File: src/rtl/conv_regif_pkg.sv
package conv_regif_pkg;
  localparam int unsigned SEL_W = 2;

  typedef struct packed {
    logic       rback;
    logic       ofs_cal;
    logic       bin_fmt;
    logic       rw_mode;
    logic       av_pol;
    logic       av_pulse;
    logic [1:0] trig;
  } ctrl1_t;

  localparam ctrl1_t CTRL1_RST = '{rback: 1'b0, ofs_cal: 1'b0, bin_fmt: 1'b0,
                                   rw_mode: 1'b0, av_pol: 1'b1, av_pulse: 1'b1,
                                   trig: 2'b00};

  localparam logic [SEL_W-1:0] SEL_R0 = 2'b00;
  localparam logic [SEL_W-1:0] SEL_R1 = 2'b01;

  typedef enum logic [1:0] {RB_IDLE, RB_REG0, RB_REG1} rb_state_e;
endpackage

File: src/rtl/regif_strobe.sv
module regif_strobe #(
  parameter int unsigned DATA_W = 12
) (
  input  logic              clk_i,
  input  logic              rst_ni,
  input  logic              cs_n_i,
  input  logic              rd_n_i,
  input  logic              wr_n_i,
  input  logic              rw_mode_i,
  input  logic [DATA_W-1:0] data_i,
  output logic              rd_act_o,
  output logic              rd_done_o,
  output logic              wr_commit_o,
  output logic [DATA_W-1:0] wdata_o
);
  logic rd_q, wr_q, wr_act;
  logic [DATA_W-1:0] wdata_q;

  // direction mode: rd_n ignored, wr_n is the direction line
  assign rd_act_o = !cs_n_i && (rw_mode_i ? wr_n_i : !rd_n_i);
  assign wr_act   = !cs_n_i && !wr_n_i;

  always_ff @(posedge clk_i or negedge rst_ni) begin
    if (!rst_ni) begin
      rd_q    <= 1'b0;
      wr_q    <= 1'b0;
      wdata_q <= '0;
    end else begin
      rd_q <= rd_act_o;
      wr_q <= wr_act;
      if (wr_act) wdata_q <= data_i;
    end
  end

  assign wr_commit_o = wr_q && !wr_act;
  assign rd_done_o   = rd_q && !rd_act_o;
  assign wdata_o     = wdata_q;

  p_commit_single_r5: assert property (@(posedge clk_i) disable iff (!rst_ni)
    wr_commit_o |=> !wr_commit_o);
  p_rd_done_single_r12: assert property (@(posedge clk_i) disable iff (!rst_ni)
    rd_done_o |=> !rd_done_o);
endmodule

File: src/rtl/regif_regs.sv
module regif_regs
  import conv_regif_pkg::*;
#(
  parameter int unsigned DATA_W = 12,
  localparam int unsigned R0_W = DATA_W - SEL_W
) (
  input  logic              clk_i,
  input  logic              rst_ni,
  input  logic              commit_i,
  input  logic [DATA_W-1:0] wdata_i,
  output logic [R0_W-1:0]   ctrl0_o,
  output ctrl1_t            ctrl1_o,
  output logic              soft_rst_o,
  output logic              fifo_rst_o,
  output logic              rb_arm_o,
  output logic              rb_clr_o
);
  logic [R0_W-1:0] r0_q;
  ctrl1_t          r1_q;
  logic            soft_q, flush_q;
  logic            is_r0, is_r1;
  logic [SEL_W-1:0] sel;

  assign sel   = wdata_i[DATA_W-1 -: SEL_W];
  assign is_r0 = commit_i && (sel == SEL_R0);
  assign is_r1 = commit_i && (sel == SEL_R1);

  always_ff @(posedge clk_i or negedge rst_ni) begin
    if (!rst_ni) begin
      r0_q    <= '0;
      r1_q    <= CTRL1_RST;
      soft_q  <= 1'b0;
      flush_q <= 1'b0;
    end else begin
      soft_q  <= 1'b0;
      flush_q <= 1'b0;
      if (is_r1 && wdata_i[0]) begin
        r0_q   <= '0;
        r1_q   <= CTRL1_RST;
        soft_q <= 1'b1;
      end else if (is_r1) begin
        r1_q    <= ctrl1_t'(wdata_i[R0_W-1:2]);
        flush_q <= wdata_i[1];
      end else if (is_r0) begin
        r0_q <= wdata_i[R0_W-1:0];
      end
    end
  end

  assign rb_arm_o   = is_r1 && !wdata_i[0] && wdata_i[R0_W-1];
  assign rb_clr_o   = is_r1 && (wdata_i[0] || !wdata_i[R0_W-1]);
  assign ctrl0_o    = r0_q;
  assign ctrl1_o    = r1_q;
  assign soft_rst_o = soft_q;
  assign fifo_rst_o = flush_q;

  p_hold_no_commit_r5: assert property (@(posedge clk_i) disable iff (!rst_ni)
    !commit_i |=> ($stable(r0_q) && $stable(r1_q)));
  p_soft_rst_pulse_r10: assert property (@(posedge clk_i) disable iff (!rst_ni)
    soft_rst_o |=> !soft_rst_o);
  p_soft_rst_values_r10: assert property (@(posedge clk_i) disable iff (!rst_ni)
    soft_rst_o |-> (ctrl0_o == '0 && ctrl1_o == CTRL1_RST));
  p_flush_pulse_r11: assert property (@(posedge clk_i) disable iff (!rst_ni)
    fifo_rst_o |=> !fifo_rst_o);
  p_cmds_exclusive_r10: assert property (@(posedge clk_i) disable iff (!rst_ni)
    !(soft_rst_o && fifo_rst_o));
endmodule

File: src/rtl/regif_rdmux.sv
module regif_rdmux
  import conv_regif_pkg::*;
#(
  parameter int unsigned DATA_W = 12,
  localparam int unsigned R0_W = DATA_W - SEL_W
) (
  input  logic              clk_i,
  input  logic              rst_ni,
  input  logic              arm_i,
  input  logic              clr_i,
  input  logic              rd_done_i,
  input  logic [R0_W-1:0]   ctrl0_i,
  input  ctrl1_t            ctrl1_i,
  input  logic [DATA_W-1:0] fifo_data_i,
  output logic [DATA_W-1:0] rdata_o,
  output logic              fifo_rd_o
);
  rb_state_e state_q;

  always_ff @(posedge clk_i or negedge rst_ni) begin
    if (!rst_ni) begin
      state_q <= RB_IDLE;
    end else if (clr_i) begin
      state_q <= RB_IDLE;
    end else if (arm_i) begin
      state_q <= RB_REG0;
    end else if (rd_done_i) begin
      case (state_q)
        RB_REG0: state_q <= RB_REG1;
        RB_REG1: state_q <= RB_IDLE;
        default: state_q <= RB_IDLE;
      endcase
    end
  end

  always_comb begin
    case (state_q)
      RB_REG0: rdata_o = {SEL_R0, ctrl0_i};
      RB_REG1: rdata_o = {SEL_R1, ctrl1_i, 2'b00};
      default: rdata_o = fifo_data_i;
    endcase
  end

  assign fifo_rd_o = rd_done_i && (state_q == RB_IDLE);

  p_rb_order_r9: assert property (@(posedge clk_i) disable iff (!rst_ni)
    (state_q == RB_REG1) |-> ($past(state_q) inside {RB_REG0, RB_REG1}));
  p_rb_no_pop_r9: assert property (@(posedge clk_i) disable iff (!rst_ni)
    (state_q != RB_IDLE) |-> !fifo_rd_o);
  p_pop_single_r12: assert property (@(posedge clk_i) disable iff (!rst_ni)
    fifo_rd_o |=> !fifo_rd_o);
endmodule

File: src/rtl/conv_host_regif.sv
module conv_host_regif
  import conv_regif_pkg::*;
#(
  parameter int unsigned DATA_W = 12,
  localparam int unsigned R0_W = DATA_W - SEL_W
) (
  input  logic              clk_i,
  input  logic              rst_ni,
  input  logic              cs_n_i,
  input  logic              rd_n_i,
  input  logic              wr_n_i,
  input  logic [DATA_W-1:0] data_i,
  input  logic [DATA_W-1:0] fifo_data_i,
  output logic [DATA_W-1:0] data_o,
  output logic              data_oe_o,
  output logic              fifo_rd_o,
  output logic [R0_W-1:0]   ctrl0_o,
  output logic              rback_en_o,
  output logic              ofs_cal_o,
  output logic              bin_fmt_o,
  output logic              rw_mode_o,
  output logic              av_pol_o,
  output logic              av_pulse_o,
  output logic [1:0]        trig_lvl_o,
  output logic              fifo_rst_o,
  output logic              soft_rst_o
);
  logic              rd_act, rd_done, wr_commit, rb_arm, rb_clr;
  logic [DATA_W-1:0] wdata;
  ctrl1_t            ctrl1;

  regif_strobe #(.DATA_W(DATA_W)) u_strobe (
    .clk_i, .rst_ni, .cs_n_i, .rd_n_i, .wr_n_i,
    .rw_mode_i  (ctrl1.rw_mode),
    .data_i,
    .rd_act_o   (rd_act),
    .rd_done_o  (rd_done),
    .wr_commit_o(wr_commit),
    .wdata_o    (wdata)
  );

  regif_regs #(.DATA_W(DATA_W)) u_regs (
    .clk_i, .rst_ni,
    .commit_i  (wr_commit),
    .wdata_i   (wdata),
    .ctrl0_o,
    .ctrl1_o   (ctrl1),
    .soft_rst_o,
    .fifo_rst_o,
    .rb_arm_o  (rb_arm),
    .rb_clr_o  (rb_clr)
  );

  regif_rdmux #(.DATA_W(DATA_W)) u_rdmux (
    .clk_i, .rst_ni,
    .arm_i      (rb_arm),
    .clr_i      (rb_clr),
    .rd_done_i  (rd_done),
    .ctrl0_i    (ctrl0_o),
    .ctrl1_i    (ctrl1),
    .fifo_data_i,
    .rdata_o    (data_o),
    .fifo_rd_o
  );

  assign data_oe_o  = rd_act;
  assign rback_en_o = ctrl1.rback;
  assign ofs_cal_o  = ctrl1.ofs_cal;
  assign bin_fmt_o  = ctrl1.bin_fmt;
  assign rw_mode_o  = ctrl1.rw_mode;
  assign av_pol_o   = ctrl1.av_pol;
  assign av_pulse_o = ctrl1.av_pulse;
  assign trig_lvl_o = ctrl1.trig;

  p_oe_needs_cs_r6: assert property (@(posedge clk_i) disable iff (!rst_ni)
    data_oe_o |-> !cs_n_i);
  p_dir_write_no_oe_r8: assert property (@(posedge clk_i) disable iff (!rst_ni)
    (rw_mode_o && !cs_n_i && !wr_n_i) |-> !data_oe_o);
  p_pop_needs_prior_oe_r12: assert property (@(posedge clk_i) disable iff (!rst_ni)
    fifo_rd_o |-> $past(data_oe_o));
endmodule

File: config.mk
export PLATFORM = sky130hd
export DESIGN_NAME = conv_host_regif
export DESIGN_NICKNAME = d
export VERILOG_FILES = /design/src/rtl/conv_regif_pkg.sv /design/src/rtl/regif_strobe.sv /design/src/rtl/regif_regs.sv /design/src/rtl/regif_rdmux.sv /design/src/rtl/conv_host_regif.sv
export SDC_FILE = /design/constraint.sdc
export NUM_CORES = 1
export LEC_CHECK = 0
export ABC_CLOCK_PERIOD_IN_PS = 1500
export BUFFER_PORTS_ARGS = -buffer_cell sky130_fd_sc_hd__buf_2
export CAP_MARGIN = 40
export CORE_MARGIN = 8
export CORE_UTILIZATION = 25
export DETAILED_ROUTE_END_ITERATION = 6
export GPL_TIMING_DRIVEN = 0
export SYNTH_ARGS = -nofsm -noshare
export SYNTH_HDL_FRONTEND = slang
export SYNTH_SLANG_ARGS = --single-unit
File: constraint.sdc
create_clock -name clk_i -period 1.5 [get_ports clk_i]
set_input_delay 0.15 -clock clk_i [delete_from_list [all_inputs] [get_ports clk_i]]
set_output_delay 0.15 -clock clk_i [all_outputs]
set_load 0.05 [all_outputs]
==> impl_metrics.py, run 1 <==
metrics = {
    "clocking": {
        "cts_buffers": 5,
        "clockBufferDepth": 2,
        "clock_sinks": 36,
        "htree_levels": 2,
        "cts_tree": "done",
        "clock_latency_ns": 0.29,
        "clkTransAtPathRegs_ns": 0.07,
        "root_buffer": "clkbuf_8",
    },
    "sta": {
        "skew_ns": 0.004496,
        "hold_viol": 0,
        "fin_crit_ns": 1.795,
        "period_share_pct": 119.7,
        "drv_slew": 0,
        "fmax_mhz": 557.1,
        "rsz0062_at_grt": "true",
        "setup_ws_ns": -0.2949,
        "setup_viol": 13,
        "slew_headroom_pct": 43.52,
        "tightest_slew_ns": 0.8473,
    },
    "power_and_ir_drop": {
        "p_leak_nw": 1.333,
        "vdd_drop_max_uv": 360.5,
        "power_density_nw_per_um2": 1440,
    },
    "die": {
        "row_count": 32,
        "die_h_um": 104.0,
        "start_util_pct": 25.43,
        "die_area_sq_um": 10810,
        "io_pins": 63,
        "design.core.area_sq_um": 7607,
        "die_width_um": 104.0,
    },
    "critical_path": {
        "arrival_ns": 1.64,
        "startpoint_type": "flop",
        "reg2reg_slack_ns": 0.15,
        "cp.required_ns": 1.35,
        "rr_worst_depth": 5,
        "crit_type": "reg -> out",
        "cp_max_fo": 6,
        "endpoint_kind": "output pin",
    },
    "yosys": {
        "synth_compound_area_share_pct": 20.31,
        "synthSimpleGateAreaFrac_pct": 19.40,
        "yosysWarnings": 0,
        "syn-cell-area_sq_um": 1934,
        "syn_area_per_cell_sq_um": 10.13,
        "netlist_instances": 191,
        "synth_top_family_by_area": "compound AO/OA/AOI/OAI gates",
        "ys_seq_area_share_pct": 46.70,
        "synth-xor-area-share_pct": 0,
        "synthAdderAreaFrac_pct": 1.940,
        "synth_cell_type_count": 37,
        "muxShareOfSynthArea_pct": 4.010,
        "synth_nets": 223,
        "ys_ff_latch": 36,
    },
    "detailed_routing": {
        "wire_per_inst_um": 16.47,
        "drc": 0,
        "via_per_inst": 4.660,
        "wirelength_um": 6159,
        "drtIter0Drc": 75,
        "vias": 1743,
        "antenna_left": 0,
        "dr.pass1.iters": 4,
    },
    "placed_design": {
        "gp_congestion": 0.7520,
        "place_area_sq_um": 2501,
        "port_buffers": 62,
        "place_ws_ns": -0.3570,
        "dp_hpwl_um": 4257,
    },
    "cells_and_area": {
        "n_antenna_cell": 0,
        "layout_commonest_cell": "buf_2",
        "drive_above_1_share_pct": 57.72,
        "post-route-cell-area_sq_um": 3013,
        "syn_to_final_growth_pct": 55.76,
        "nets": 303,
        "layout_common_cells": "buf_2 (52), nand2_1 (34), dfrtp_1 (33)",
    },
    "global_routing": {
        "track_usage_pct": 11.37,
        "grt_antenna_before_repair": 0,
        "grt_pass1_vias": 1861,
        "grt_first_pass_wirelength_um": 10090,
        "grt_start_max_net_pins": 37,
        "grt_overflow": 0,
    },
    "outcome": {
        "failed_checks": "setup timing",
        "status": "finished, violations left",
    },
    "job": {
        "drv_cap": 0,
    },
    "worst_hold_path": {
        "hold_depth": 3,
        "worstHoldPathType": "in -> reg",
    },
}
## metrics by stage
stage	setup TNS, ns	total power, mW	instances	hold WS (ns)	util (%)
after floorplan	-0.1866	2.764	191	-0.1456	-
after global placement	-2.819	3.202	355	0.2927	32.88
after detailed placement	-3.199	3.226	355	0.3049	32.88
after CTS	-3.011	4.316	372	0.03955	38.87
after global routing	-4.040	4.533	374	0.03739	39.61
final	-3.313	4.339	374	0.04750	39.61
## synthesized netlist by cell type, drive strengths merged
cell type / number / area [sq um]
and2: 2 / 12.51
nand4: 10 / 62.56
clkbuf: 6 / 22.52
dfrtp: 34 / 850.8
mux2i: 1 / 10.01
mux2: 6 / 67.56
o31a: 1 / 8.760
ha: 3 / 37.54
nand2b: 1 / 6.260
inv: 6 / 27.52
and2b: 1 / 7.510
a22o: 1 / 8.760
a22oi: 8 / 60.06
o2bb2ai: 1 / 8.760
and4: 1 / 11.26
nor4: 1 / 21.27
or2: 1 / 6.260
buf: 11 / 97.59
nor3: 1 / 5.000
a21oi: 17 / 118.9
dfstp: 2 / 52.55
o21ai: 6 / 30.03
nand2: 34 / 127.6
nor2b: 8 / 50.05
o31ai: 15 / 157.7
nand3: 3 / 27.53
nor2: 10 / 37.54
## final timing paths
check | endpoint | start
setup / recovery | data_o[9] | u_rdmux.state_q[0]
hold / removal | u_strobe.wdata_o[11] | data_i[11]
setup reg to reg | u_rdmux.state_q[1] | u_strobe.wdata_o[11]
hold reg to reg | u_regs.ctrl1_o[2] | u_regs.ctrl1_o[2]
max in group asynchronous | u_regs.ctrl1_o[4] | rst_ni
min in group asynchronous | u_strobe.rd_q | rst_ni
## area by class of cell
class                           count  area, sq um
Tap cell                          102        127.6
Inverter                            6        27.53
Clock inverter                      2        10.01
Fill cell                         765         4594
Timing Repair Buffer               74        540.5
Sequential cell                    36        904.6
Clock buffer                        6        82.58
Multi-Input combinational cell    132         1154
Buffer                             16        166.4
## layer usage
layer | track usage (%) | vias up | routed length (um)
li1 | - | 835 | -
met1 | 14.87 | 835 | 2891
met2 | 17.69 | 66 | 2785
met3 | 3.532 | 7 | 428
met4 | 2.896 | 0 | 53
met5 | 0 | - | 0
## repair_timing
item | CTS | global route
gates cloned | 2 | 0
endpoints found under the setup margin | 14 | 18
hold buffers | 1 | 0
resized for setup | 68 | 11
hold endpoints to repair | 34 | 0
pin swaps | 10 | 4
buffers inserted | 7 | 2
## logic make-up after synthesis
group,count (synthesis)
simple gates,73
buf+inv,23
fa+ha+maj,3
mux,7
compound gates,49
flops,36
## power breakdown
group | internal [mW] | switching (mW) | total [mW]
logic | 0.789 | 1.43 | 2.22
registers | 1.19 | 0.214 | 1.40
clock network | 0.366 | 0.352 | 0.718
total | 2.34 | 1.99 | 4.34
## registers in the layout (all words and copies together), names as in the netlist
| register | cells |
|---|---|
| u_rdmux.state_q | 2 |
| u_regs.ctrl0_o | 10 |
| u_regs.ctrl1_o | 8 |
| u_regs.fifo_rst_o | 1 |
| u_regs.soft_rst_o | 1 |
| u_strobe.rd_q | 1 |
| u_strobe.wdata_o | 12 |
| u_strobe.wr_q | 1 |
## worst max-delay path, stage by stage, from the launching register on
cell       delay [ns]
dfrtp_1          0.41
inv_2            0.09
ha_4             0.35
clkbuf_16        0.18
nor2_4           0.04
a21oi_4          0.11
buf_6            0.17
No activity file was read; power rests on OpenSTA's default activity.
==> run 2: changes to the inputs <==
==> constraint.sdc (replaced) <==
create_clock -name clk_i -period 1.5 [get_ports clk_i]
set_input_delay 0.225 -clock clk_i [delete_from_list [all_inputs] [get_ports clk_i]]
set_output_delay 0.225 -clock clk_i [all_outputs]
set_load 0.05 [all_outputs]
==> impl_metrics.py, run 2 (synthesis results as in run 1) <==
metrics = {
    "sta": {
        "hold_viol": 0,
        "fin_crit_ns": 1.879,
        "drv_slew": 0,
        "slew_headroom_pct": 61.42,
        "skew_ns": 0.009176,
        "fmax_mhz": 532.1,
        "tightest_slew_ns": 0.5786,
        "final.setup.tns_ns": -4.260,
        "setup_ws_ns": -0.3792,
        "period_share_pct": 125.3,
        "rsz0062_at_grt": "true",
        "hold_ws_ns": 0.1188,
        "setup_viol": 13,
    },
    "detailed_routing": {
        "drtIter0Drc": 69,
        "vias": 1714,
        "dr.pass1.iters": 4,
        "wire_per_inst_um": 16.02,
        "antenna_left": 0,
        "via_per_inst": 4.595,
        "drc": 0,
        "wirelength_um": 5974,
    },
    "die": {
        "die_area_sq_um": 10810,
        "start_util_pct": 25.43,
        "io_pins": 63,
        "row_count": 32,
        "die_h_um": 104.0,
        "die_width_um": 104.0,
        "design.core.area_sq_um": 7607,
    },
    "global_routing": {
        "grt_antenna_before_repair": 0,
        "track_usage_pct": 11.17,
        "grt_pass1_vias": 1815,
        "grt_start_max_net_pins": 36,
        "grt_first_pass_wirelength_um": 9825,
        "grt_overflow": 0,
    },
    "worst_hold_path": {
        "hold_depth": 3,
        "hold_end": "u_strobe.wdata_o[5]",
        "worstHoldPathType": "in -> reg",
        "min-delay-start": "data_i[5]",
    },
    "critical_path": {
        "crit_path_start": "u_rdmux.state_q[1]",
        "arrival_ns": 1.65,
        "cpPeakStageDelay_ns": 0.42,
        "crit_type": "reg -> out",
        "cp_max_fo": 10,
        "reg2reg_from": "u_strobe.wdata_o[11]",
        "startpoint_type": "flop",
        "r2r-end": "u_rdmux.state_q[1]",
        "reg2reg_slack_ns": 0.14,
        "endpoint_kind": "output pin",
        "cp.required_ns": 1.27,
        "path_cells": "inv_2 -> ha_2 -> buf_12 -> a22oi_2 -> a21oi_4 -> buf_6",
        "crit_slowest_cell": "dfrtp_1",
        "rr_worst_depth": 5,
    },
    "cells_and_area": {
        "drive_above_1_share_pct": 58.30,
        "layout_commonest_cell": "buf_2",
        "post-route-cell-area_sq_um": 3000,
        "register_area_sq_um": 904.6,
        "multi_input_area_sq_um": 1137,
        "largest_reg_flops": 12,
        "syn_to_final_growth_pct": 55.11,
        "layout_common_cells": "buf_2 (52), nand2_1 (34), dfrtp_1 (33)",
        "nets": 302,
        "fillCellCount": 772,
        "n_antenna_cell": 0,
    },
    "clocking": {
        "clock_sinks": 36,
        "htree_levels": 2,
        "clockBufferDepth": 2,
        "root_buffer": "clkbuf_8",
        "clock_latency_ns": 0.29,
        "cts_buffers": 5,
        "clkTransAtPathRegs_ns": 0.08,
        "cts_tree": "done",
    },
    "power_and_ir_drop": {
        "vdd_drop_max_uv": 411.6,
        "p_leak_nw": 1.320,
        "power_density_nw_per_um2": 1464,
    },
    "placed_design": {
        "port_buffers": 62,
        "place_area_sq_um": 2560,
        "gp_congestion": 0.7453,
        "dp_hpwl_um": 4226,
    },
    "job": {
        "drv_cap": 0,
    },
    "outcome": {
        "failed_checks": "setup timing",
        "status": "finished, violations left",
    },
}
-- run 2: area by class of cell --
class	count	area share, %
multi-input cells	132	37.91
flip-flops and latches	36	30.15
repair buffers	72	16.85
plain buffers	17	6.339
well taps	102	4.254
clock buffers	6	2.419
clock inverters	2	1.168
inverters	6	0.9174
-- run 2: where the power goes --
group,switching (mW),internal (mW)
clock,0.347,0.493
combinational,1.40,0.744
sequential,0.219,1.19
-- run 2: repair_timing --
item | in CTS | in global routing
endpoints found under the setup margin | 14 | 17
hold buffers | 1 | 0
pin swaps | 9 | 3
endpoints found under the hold margin | 34 | 0
gates cloned | 3 | 0
setup buffers | 5 | 0
gates resized for setup | 54 | 15
-- run 2: worst max path at each step --
stage                     slack, ns   endpoint
after floorplan               -0.06  data_o[0]
after global placement        -0.23  data_o[6]
after detailed placement      -0.25  data_o[9]
after CTS                     -0.37  data_o[9]
after global routing          -0.45  data_o[1]
final                         -0.38  data_o[9]
-- run 2: stage by stage --
step	total power [mW]	instances	util, %	setup WS [ns]
after floorplan	2.804	191	-	-0.06171
final	4.392	373	39.44	-0.3792
after global placement	3.239	355	33.39	-0.2253
after detailed placement	3.272	356	33.65	-0.2529
after CTS	4.387	373	38.73	-0.3685
after global routing	4.613	373	39.44	-0.4470
-- run 2: critical path: cells and delay by family (launching register included) --
kind / cells / cell delay (ns)
buf+inv: 3 / 0.39
fa+ha+maj: 1 / 0.20
compound gates: 2 / 0.34
flops: 1 / 0.42
-- run 2: metal layers --
| metal | wire length, um | vias up | global-route usage (%) |
|---|---|---|---|
| met1 | 2729 | 815 | 15.04 |
| met2 | 2751 | 60 | 16.27 |
| met4 | 57 | 0 | 2.792 |
| met3 | 435 | 6 | 4.275 |
| li1 | - | 833 | - |
| met5 | 0 | - | 0 |
==> run 3: changes to the inputs <==
- CELL_PAD_IN_SITES_DETAIL_PLACEMENT: unset -> 1
- CELL_PAD_IN_SITES_GLOBAL_PLACEMENT: unset -> 1
- PLACE_DENSITY_LB_ADDON: unset -> 0.1
- SKIP_CTS_REPAIR_TIMING: unset -> 1
==> impl_metrics.py, run 3 (synthesis results as in run 1) <==
metrics = {
    "cells_and_area": {
        "n_antenna_cell": 0,
        "fin_cells": 372,
        "nets": 301,
        "syn_to_final_growth_pct": 50.65,
        "layout_commonest_cell": "buf_2",
        "drive_above_1_share_pct": 57.41,
        "final_util_pct": 38.31,
        "largest_reg_flops": 12,
        "layout_common_cells": "buf_2 (52), nand2_1 (34), dfrtp_1 (33)",
    },
    "sta": {
        "setup_viol": 13,
        "skew_ns": 0.005365,
        "drv_slew": 0,
        "fmax_mhz": 555.4,
        "fin_crit_ns": 1.801,
        "final.setup.tns_ns": -3.405,
        "hold_viol": 0,
        "period_share_pct": 120.0,
        "hold_ws_ns": 0.1215,
        "rsz0062_at_grt": "true",
        "setup_ws_ns": -0.3006,
        "slew_headroom_pct": 60.78,
        "tightest_slew_ns": 0.5883,
    },
    "global_routing": {
        "grt_overflow": 0,
        "grt_start_max_net_pins": 22,
        "grt_antenna_before_repair": 0,
        "track_usage_pct": 12.01,
        "grt_pass1_vias": 1922,
        "grt_first_pass_wirelength_um": 10650,
    },
    "critical_path": {
        "crit_path_start": "u_rdmux.state_q[0]",
        "r2r-end": "u_regs.ctrl0_o[3]",
        "crit_type": "reg -> out",
        "endpoint": "data_o[10]",
        "cp.required_ns": 1.27,
        "cp_max_fo": 5,
        "arrival_ns": 1.58,
        "rr_worst_depth": 5,
        "reg2reg_from": "u_strobe.wdata_o[11]",
        "reg2reg_slack_ns": 0.16,
        "startpoint_type": "flop",
        "endpoint_kind": "output pin",
    },
    "die": {
        "die_area_sq_um": 10810,
        "start_util_pct": 25.43,
        "die_h_um": 104.0,
        "die_width_um": 104.0,
        "row_count": 32,
        "io_pins": 63,
        "design.core.area_sq_um": 7607,
    },
    "placed_design": {
        "dp_hpwl_um": 4750,
        "place_ws_ns": -0.2002,
        "gp_congestion": 0.6770,
        "numPlacedInstances": 356,
        "port_buffers": 62,
    },
    "detailed_routing": {
        "vias": 1705,
        "drc": 0,
        "wire_per_inst_um": 17.45,
        "drtIter0Drc": 45,
        "antenna_left": 0,
        "via_per_inst": 4.583,
        "dr.pass1.iters": 4,
        "wirelength_um": 6492,
    },
    "clocking": {
        "clock_latency_ns": 0.29,
        "clockBufferDepth": 2,
        "cts_buffers": 5,
        "clkTransAtPathRegs_ns": 0.08,
        "cts_tree": "done",
        "clock_sinks": 36,
        "root_buffer": "clkbuf_8",
        "htree_levels": 2,
    },
    "outcome": {
        "status": "finished, violations left",
        "failed_checks": "setup timing",
    },
    "power_and_ir_drop": {
        "p_leak_nw": 1.294,
        "power_density_nw_per_um2": 1441,
        "vdd_drop_max_uv": 349.9,
    },
    "worst_hold_path": {
        "worstHoldPathType": "in -> reg",
    },
    "job": {
        "drv_cap": 0,
    },
}
run 3: changes by cell type in the layout (fill, tap and decap cells not counted), sizes merged:
cell,previous run,this run
bufinv,1,0
buf,81,83
clkbuf,13,11
run 3: cell type report:
cell class              instances  area (sq um)
inverters                       6         27.53
repair buffers                 71         499.2
plain buffers                  17         176.4
fillers                       864          4693
flip-flops and latches         36         904.6
well taps                     102         127.6
multi-input cells             132          1097
clock inverters                 1         5.005
clock buffers                   7         76.32
run 3: worst min-delay path by stage:
| stage | from | cells after the start | end | slack (ns) |
|---|---|---|---|---|
| 2_1_floorplan | rst_ni | 0 | u_rdmux.state_q[0] | -0.07 |
| 3_3_place_gp | rst_ni | 1 | u_regs.fifo_rst_o | 0.39 |
| 3_5_place_dp | rst_ni | 1 | u_regs.fifo_rst_o | 0.19 |
| 4_1_cts | rst_ni | 1 | u_regs.ctrl0_o[9] | -0.12 |
| 5_1_grt | data_i[5] | 3 | u_strobe.wdata_o[5] | 0.13 |
| 6_report | data_i[3] | 3 | u_strobe.wdata_o[3] | 0.12 |
run 3: critical path, cell delays in order (launching register included):
cell and delay (ns):
dfrtp_1 0.39, inv_2 0.07, ha_4 0.33, mux2_2 0.35, buf_6 0.15
run 3: routing by layer:
metal,part of all wire [%],track usage [%]
met5,0,0
met4,0.82,2.896
met3,4.7,3.408
met2,48,18.84
met1,47,15.83
run 3: where the power goes:
part / internal, mW / total, mW / leakage [nW] / switching, mW
Sequential: 1.19 / 1.41 / 0.458 / 0.221
Clock: 0.326 / 0.681 / 0.0422 / 0.355
Combinational: 0.722 / 2.11 / 0.793 / 1.38
run 3: stage by stage:
stage               total power [mW]  area, sq um
floorplan                      2.804         2102
global placement               3.274         2540
detailed placement             3.296         2567
CTS                            3.989         2649
global route                   4.427         2914
finish                         4.198         2914
